### src/rtl/ets_pkg.sv
package ets_pkg;
  // Byte offsets inside the time window (bus_win = WIN_TIME)
  localparam int CNT_BASE = 'h00;
  localparam int CMP_BASE = 'h08;
  // Byte offset inside the status window (bus_win = WIN_IRQ)
  localparam int STAT_OFS = 'h1E;
  localparam int STAT_ALARM_BIT = 0;
  // Byte stride between consecutive words
  localparam int WORD_STRIDE = 2;

  typedef enum logic {
    WIN_TIME = 1'b0,
    WIN_IRQ  = 1'b1
  } win_e;
endpackage

### src/rtl/ets_rst_sync.sv
module ets_rst_sync (
  input  logic clk,
  input  logic rst_n,
  output logic rst_s_n
);
  logic [1:0] sync_q;

  always_ff @(posedge clk or negedge rst_n) begin
    if (!rst_n) sync_q <= 2'b00;
    else        sync_q <= {sync_q[0], 1'b1};
  end

  assign rst_s_n = sync_q[1];
endmodule

### src/rtl/ets_counter.sv
module ets_counter #(
  parameter int CNT_W  = 48,
  parameter int WORD_W = 16,
  localparam int NW    = CNT_W / WORD_W
) (
  input  logic              clk,
  input  logic              rst_n,
  input  logic              tick_en,
  input  logic [NW-1:0]     wr_mask,
  input  logic [WORD_W-1:0] wdata,
  output logic [CNT_W-1:0]  cnt_q,
  output logic [CNT_W-1:0]  cnt_inc,
  output logic              adv
);
  logic [CNT_W-1:0] cnt_d;
  logic             cnt_en;
  logic             any_wr;

  assign any_wr  = |wr_mask;
  assign adv     = tick_en & ~any_wr;
  assign cnt_inc = cnt_q + {{(CNT_W-1){1'b0}}, 1'b1};
  assign cnt_en  = any_wr | tick_en;

  // Next state: a word write takes priority over the tick.
  always_comb begin
    cnt_d = cnt_q;
    if (any_wr) begin
      for (int i = 0; i < NW; i++) begin
        if (wr_mask[i]) cnt_d[i*WORD_W +: WORD_W] = wdata;
      end
    end else if (tick_en) begin
      cnt_d = cnt_inc;
    end
  end

  always_ff @(posedge clk or negedge rst_n) begin
    if (!rst_n)      cnt_q <= '0;
    else if (cnt_en) cnt_q <= cnt_d;
  end
endmodule

### src/rtl/ets_compare.sv
module ets_compare #(
  parameter int CNT_W  = 48,
  parameter int WORD_W = 16,
  localparam int NW    = CNT_W / WORD_W
) (
  input  logic              clk,
  input  logic              rst_n,
  input  logic [NW-1:0]     wr_mask,
  input  logic [WORD_W-1:0] wdata,
  input  logic              adv,
  input  logic [CNT_W-1:0]  cnt_inc,
  output logic [CNT_W-1:0]  cmp_q,
  output logic              match
);
  logic [CNT_W-1:0] cmp_d;
  logic             cmp_en;

  assign cmp_en = |wr_mask;
  // Match only on a tick that lands the counter on the held value.
  assign match  = adv & (cnt_inc == cmp_q);

  always_comb begin
    cmp_d = cmp_q;
    for (int i = 0; i < NW; i++) begin
      if (wr_mask[i]) cmp_d[i*WORD_W +: WORD_W] = wdata;
    end
  end

  always_ff @(posedge clk or negedge rst_n) begin
    if (!rst_n)      cmp_q <= '0;
    else if (cmp_en) cmp_q <= cmp_d;
  end
endmodule

### src/rtl/ets_status.sv
module ets_status (
  input  logic clk,
  input  logic rst_n,
  input  logic match,
  input  logic clr,
  input  logic alarm_en,
  output logic st_q,
  output logic alarm_irq
);
  logic st_d;
  logic st_en;

  assign st_en = match | clr;

  // Set wins over clear.
  always_comb begin
    st_d = st_q;
    if (match)    st_d = 1'b1;
    else if (clr) st_d = 1'b0;
  end

  always_ff @(posedge clk or negedge rst_n) begin
    if (!rst_n)     st_q <= 1'b0;
    else if (st_en) st_q <= st_d;
  end

  assign alarm_irq = st_q & alarm_en;
endmodule

### src/rtl/ets_regdec.sv
module ets_regdec
  import ets_pkg::*;
#(
  parameter int CNT_W  = 48,
  parameter int WORD_W = 16,
  parameter int ADDR_W = 5,
  localparam int NW    = CNT_W / WORD_W
) (
  input  logic              wen,
  input  logic              win,
  input  logic [ADDR_W-1:0] addr,
  input  logic [WORD_W-1:0] wdata,
  input  logic [CNT_W-1:0]  cnt_q,
  input  logic [CNT_W-1:0]  cmp_q,
  input  logic              st_q,
  output logic [NW-1:0]     cnt_wr,
  output logic [NW-1:0]     cmp_wr,
  output logic              st_clr,
  output logic [WORD_W-1:0] rdata
);
  logic [NW-1:0] cnt_hit;
  logic [NW-1:0] cmp_hit;
  logic          st_hit;
  logic          time_win;

  assign time_win = (win_e'(win) == WIN_TIME);

  for (genvar i = 0; i < NW; i++) begin : g_word
    assign cnt_hit[i] = time_win && (addr == ADDR_W'(CNT_BASE + WORD_STRIDE*i));
    assign cmp_hit[i] = time_win && (addr == ADDR_W'(CMP_BASE + WORD_STRIDE*i));
  end

  assign st_hit = (win_e'(win) == WIN_IRQ) && (addr == ADDR_W'(STAT_OFS));

  assign cnt_wr = wen ? cnt_hit : '0;
  assign cmp_wr = wen ? cmp_hit : '0;
  assign st_clr = wen & st_hit & wdata[STAT_ALARM_BIT];

  // Live read mux, no capture of the counter on access.
  always_comb begin
    rdata = '0;
    for (int i = 0; i < NW; i++) begin
      if (cnt_hit[i]) rdata = cnt_q[i*WORD_W +: WORD_W];
      if (cmp_hit[i]) rdata = cmp_q[i*WORD_W +: WORD_W];
    end
    if (st_hit) rdata[STAT_ALARM_BIT] = st_q;
  end
endmodule

### src/rtl/elapsed_alarm_timer.sv
module elapsed_alarm_timer #(
  parameter int CNT_W  = 48,
  parameter int WORD_W = 16,
  parameter int ADDR_W = 5
) (
  input  logic              clk,
  input  logic              rst_n,
  input  logic              tick_en,
  input  logic              bus_win,
  input  logic [ADDR_W-1:0] bus_addr,
  input  logic              bus_wen,
  input  logic [WORD_W-1:0] bus_wdata,
  output logic [WORD_W-1:0] bus_rdata,
  input  logic              alarm_en,
  output logic              alarm_irq
);
  localparam int NW = CNT_W / WORD_W;

  logic             rst_s_n;
  logic [NW-1:0]    cnt_wr;
  logic [NW-1:0]    cmp_wr;
  logic             st_clr;
  logic [CNT_W-1:0] cnt_q;
  logic [CNT_W-1:0] cnt_inc;
  logic [CNT_W-1:0] cmp_q;
  logic             adv;
  logic             match;
  logic             st_q;

  ets_rst_sync u_rst (
    .clk     (clk),
    .rst_n   (rst_n),
    .rst_s_n (rst_s_n)
  );

  ets_regdec #(.CNT_W(CNT_W), .WORD_W(WORD_W), .ADDR_W(ADDR_W)) u_dec (
    .wen    (bus_wen),
    .win    (bus_win),
    .addr   (bus_addr),
    .wdata  (bus_wdata),
    .cnt_q  (cnt_q),
    .cmp_q  (cmp_q),
    .st_q   (st_q),
    .cnt_wr (cnt_wr),
    .cmp_wr (cmp_wr),
    .st_clr (st_clr),
    .rdata  (bus_rdata)
  );

  ets_counter #(.CNT_W(CNT_W), .WORD_W(WORD_W)) u_cnt (
    .clk     (clk),
    .rst_n   (rst_s_n),
    .tick_en (tick_en),
    .wr_mask (cnt_wr),
    .wdata   (bus_wdata),
    .cnt_q   (cnt_q),
    .cnt_inc (cnt_inc),
    .adv     (adv)
  );

  ets_compare #(.CNT_W(CNT_W), .WORD_W(WORD_W)) u_cmp (
    .clk     (clk),
    .rst_n   (rst_s_n),
    .wr_mask (cmp_wr),
    .wdata   (bus_wdata),
    .adv     (adv),
    .cnt_inc (cnt_inc),
    .cmp_q   (cmp_q),
    .match   (match)
  );

  ets_status u_st (
    .clk       (clk),
    .rst_n     (rst_s_n),
    .match     (match),
    .clr       (st_clr),
    .alarm_en  (alarm_en),
    .st_q      (st_q),
    .alarm_irq (alarm_irq)
  );
endmodule

### config.mk
export PLATFORM = sky130hd
export DESIGN_NAME = elapsed_alarm_timer
export DESIGN_NICKNAME = d
export VERILOG_FILES = /design/src/rtl/ets_pkg.sv /design/src/rtl/ets_rst_sync.sv /design/src/rtl/ets_counter.sv /design/src/rtl/ets_compare.sv /design/src/rtl/ets_status.sv /design/src/rtl/ets_regdec.sv /design/src/rtl/elapsed_alarm_timer.sv
export SDC_FILE = /design/constraint.sdc
export NUM_CORES = 1
export LEC_CHECK = 0
export CELL_PAD_IN_SITES_DETAIL_PLACEMENT = 1
export CELL_PAD_IN_SITES_GLOBAL_PLACEMENT = 1
export CORE_MARGIN = 5
export CORE_UTILIZATION = 50
export CTS_BUF_LIST = sky130_fd_sc_hd__clkbuf_8 sky130_fd_sc_hd__clkbuf_16
export CTS_CLUSTER_DIAMETER = 200
export DETAILED_ROUTE_END_ITERATION = 10
export DONT_BUFFER_PORTS = 1
export MAX_ROUTING_LAYER = met4
export PLACE_DENSITY = 0.83
export RECOVER_POWER = 100
export SLEW_MARGIN = 20
export SYNTH_ARGS = -nofsm -noshare
export SYNTH_HDL_FRONTEND = slang
export SYNTH_SLANG_ARGS = --single-unit
### constraint.sdc
create_clock -name clk -period 3.6 [get_ports clk]
set_input_delay 0.54 -clock clk [delete_from_list [all_inputs] [get_ports clk]]
set_output_delay 0.54 -clock clk [all_outputs]
set_load 0.01 [all_outputs]
==> results.toml <==
[run_status]
status = "finished with violations"
violations = "capacitance limit, slew limit"

[timing]
finalClockSkew_ps = 10.85
maxSlewHeadroom_pct = -34.56
worstMarginPinSlew_ps = 2018
finalCritPeriodShare_pct = 94.63
hold_viol = 0
fmax_mhz = 293.5
setup-tns-final_ps = 0
grt_setup_unrepaired = "no"
final-max-slew-violation-count = 47
setup_violations = 0
period_needed_ps = 3407
setup_slack_ps = 193.3

[critical_path]
cp_max_fo = 15
cp.required_ps = 3060
crit_path_start_kind = "input port"
end_kind = "primary output"
path_class = "input port to primary output"
cp.arrival_ps = 2870

[die]
start_util_pct = 51.19
die_h_um = 129.4
die_x_um = 129.4
row_count = 43
core_sq_um = 13930
io_pins = 44
die_area_sq_um = 16750

[global_route]
grt_pass1_vias = 6882
grt_overflow_total = 0
grt_pass1_wl_um = 41970
grt_usage_pct = 34.35
grt_max_degree = 83
antenna_found_initial = 0

[synthesis]
synth_top_family_by_area = "compound AO/OA/AOI/OAI gates"
synth_fa_ha_area_share_pct = 0.3508
ys.warnings.count = 0
seq_area_frac_synth_pct = 34.73
syn-num-nets = 832
synthSimpleGateAreaFrac_pct = 21.08
synth-compound-area-share_pct = 21.61
synth-xor-area-share_pct = 8.963
ys.flop_type = "dfrtp_1"
synth_edf_count = 0
synth.area.mux_share_pct = 8.297
syn_area_sq_um = 7133
async_flop_share_pct = 100.0
synth_cell_type_count = 63
synth.avg_cell_area_sq_um = 8.883
synth_seq_cells = 99
synth_cells = 803

[route]
wirelength_um = 27360
viasPerCell = 7.181
avgRoutedWirePerCell_um = 28.92
dr.pass1.iters = 5
vias = 6793
drc = 0
drtAntennaViolNets = 0
drt_iter0_drc = 881

[pwr]
finalPower_w = 0.003929
power_leakage_nw = 2.772
vdd_drop_max_uv = 292.1
powerDensity_nw_per_um2 = 527.3

[placed_design]
dp_hpwl_um = 20080
placed_area_sq_um = 7207
dp_slack_ps = 324.3
numPortBuffers = 0
gp_congestion = 1.028

[final_layout]
finalNetCount = 790
area_growth_pct = 4.455
utilization_pct = 53.47
fin_area_sq_um = 7451
drive_gt1_share_pct = 12.27
antenna_cells = 0

[clock_tree]
cts_hold_buf = 1
htreeDepth = 3
post_cts_buffers = 0
cts_buffers = 9
cts_root_buffer = "clkbuf_16"
cts_tree = "yes"
cts_resized = 0
numClockSinks = 99
clk_latency_ps = 370
cts_buffer_depth = 2
clkTransAtPathRegs_ps = 80

[min_path]
hold_class = "input port to flip-flop"

[run]
drv_cap = 1
==> where the power goes <==
part | internal (W) | total, W | switching, W
clock network | 0.000482 | 0.000977 | 0.000495
logic | 0.000514 | 0.00114 | 0.000631
registers | 0.00133 | 0.00181 | 0.000475
total | 0.00233 | 0.00393 | 0.00160
==> cell type report <==
class	count	area [sq um]
multi-input combinational	625	4309
fill	1629	6484
sequential	99	2477
timing repair buffer	19	126.4
clock inverter	7	61.31
clock buffer	9	225.2
tap	180	225.2
inverter	7	26.28
==> routing by layer <==
| layer | GRT usage, % | part of all wire (%) | vias up |
|---|---|---|---|
| li1 | - | - | 2924 |
| met1 | 45.42 | 40 | 3387 |
| met2 | 50.34 | 45 | 403 |
| met4 | 16.81 | 5.0 | 0 |
| met3 | 6.966 | 10 | 79 |
| met5 | - | 0 | - |
==> cells in the mapped netlist (2+ instances only) <==
library cell	n	share of area, %
dfrtp_1	99	35
inv_1	7	0.37
nand2b_1	2	0.18
buf_4	9	0.95
o22a_1	42	5.2
and4_1	18	2.2
a221o_1	11	1.5
nand4_1	22	1.9
a41oi_1	11	1.4
o211ai_1	3	0.32
o2111ai_1	2	0.25
mux2i_1	4	0.56
nand3_1	32	2.2
a21boi_0	2	0.21
and4_2	2	0.28
o21bai_1	2	0.21
o21ai_0	19	1.3
and3_1	13	1.1
nor4_1	13	1.1
a22o_1	3	0.37
nor3_1	18	1.3
o21a_1	3	0.32
nor4_2	2	0.35
a22oi_1	12	1.3
and2_1	7	0.61
ha_1	2	0.35
a21oi_1	56	3.9
mux2_2	49	7.7
nand2_1	31	1.6
o22ai_1	4	0.35
buf_2	16	1.1
or4_1	7	0.74
or3_1	5	0.44
xor2_1	21	2.6
clkbuf_1	47	2.5
a31oi_1	33	2.9
xnor2_1	52	6.4
nor3b_1	2	0.21
o21ba_2	3	0.42
a32oi_1	3	0.37
nor2_1	90	4.7
or2_2	3	0.26
==> critical path, stage by stage <==
cell and delay, ps:
or4_1 680, nor2_1 150, clkbuf_1 660, a22oi_1 280
a21oi_1 330, a221o_1 220
==> cells in the final DEF (no fill, tap or decap), types with 4 or more instances in the layout <==
cell / synthesis / layout
nand4_1: 22 / 22
o22a_1: 42 / 42
or4_1: 7 / 7
clkbuf_1: 47 / 7
nand3_1: 32 / 33
clkbuf_16: 0 / 9
and2_1: 7 / 5
a221o_1: 11 / 11
xnor2_1: 52 / 52
nand2_1: 31 / 31
xor2_1: 21 / 21
o22ai_1: 4 / 4
buf_4: 9 / 8
nor2_1: 90 / 90
a31oi_1: 33 / 33
or3_1: 5 / 5
nor4_1: 13 / 15
dfrtp_1: 99 / 99
a41oi_1: 11 / 11
mux2_2: 49 / 47
a22oi_1: 12 / 12
inv_1: 7 / 7
and3_1: 13 / 13
mux2i_1: 4 / 4
a21oi_1: 56 / 53
and4_1: 18 / 18
nor3_1: 18 / 16
o21ai_0: 19 / 19
==> stage by stage <==
step	hold slack (ps)	cells
6_report	320.3	946
5_1_grt	309.3	946
3_5_place_dp	244.5	929
3_3_place_gp	244.5	929
4_1_cts	309.5	946
2_1_floorplan	244.4	803
==> worst paths after layout <==
kind / startpoint / to / slack, ps / depth (start not counted)
worst max-delay path: bus_addr[1] / bus_rdata[13] / 190 / 6
worst min-delay path: bus_wdata[9] / u_cmp.cmp_q[25]$_DFFE_PN0P_ / 320 / 1
worst max register to register: u_cnt.cnt_q[22]$_DFFE_PN0P_ / u_st.st_q$_DFFE_PN0P_ / 190 / 7
worst min register to register: u_rst.sync_q[0]$_DFF_PN0_ / u_rst.sync_q[1]$_DFF_PN0_ / 350 / 0
max in group asynchronous: u_rst.sync_q[1]$_DFF_PN0_ / u_cmp.cmp_q[27]$_DFFE_PN0P_ / 970 / 1
min in group asynchronous: rst_n / u_rst.sync_q[1]$_DFF_PN0_ / 390 / 1
==> registers in the layout, indices dropped and copies added (netlist names) <==
register and flops:
u_st.st_q 1, u_cnt.cnt_q 48, u_cmp.cmp_q 48, u_rst.sync_q 2
==> kinds of logic (layout without fill, tap and decap cells) <==
logic type,after synthesis,after routing
other cells,1,1
buf+inv,79,42
flops,99,99
xor+xnor,73,73
mux,53,53
compound gates,218,218
fa+ha+maj,2,2
simple gates,278,278
No activity file was read; power rests on OpenSTA's default activity.
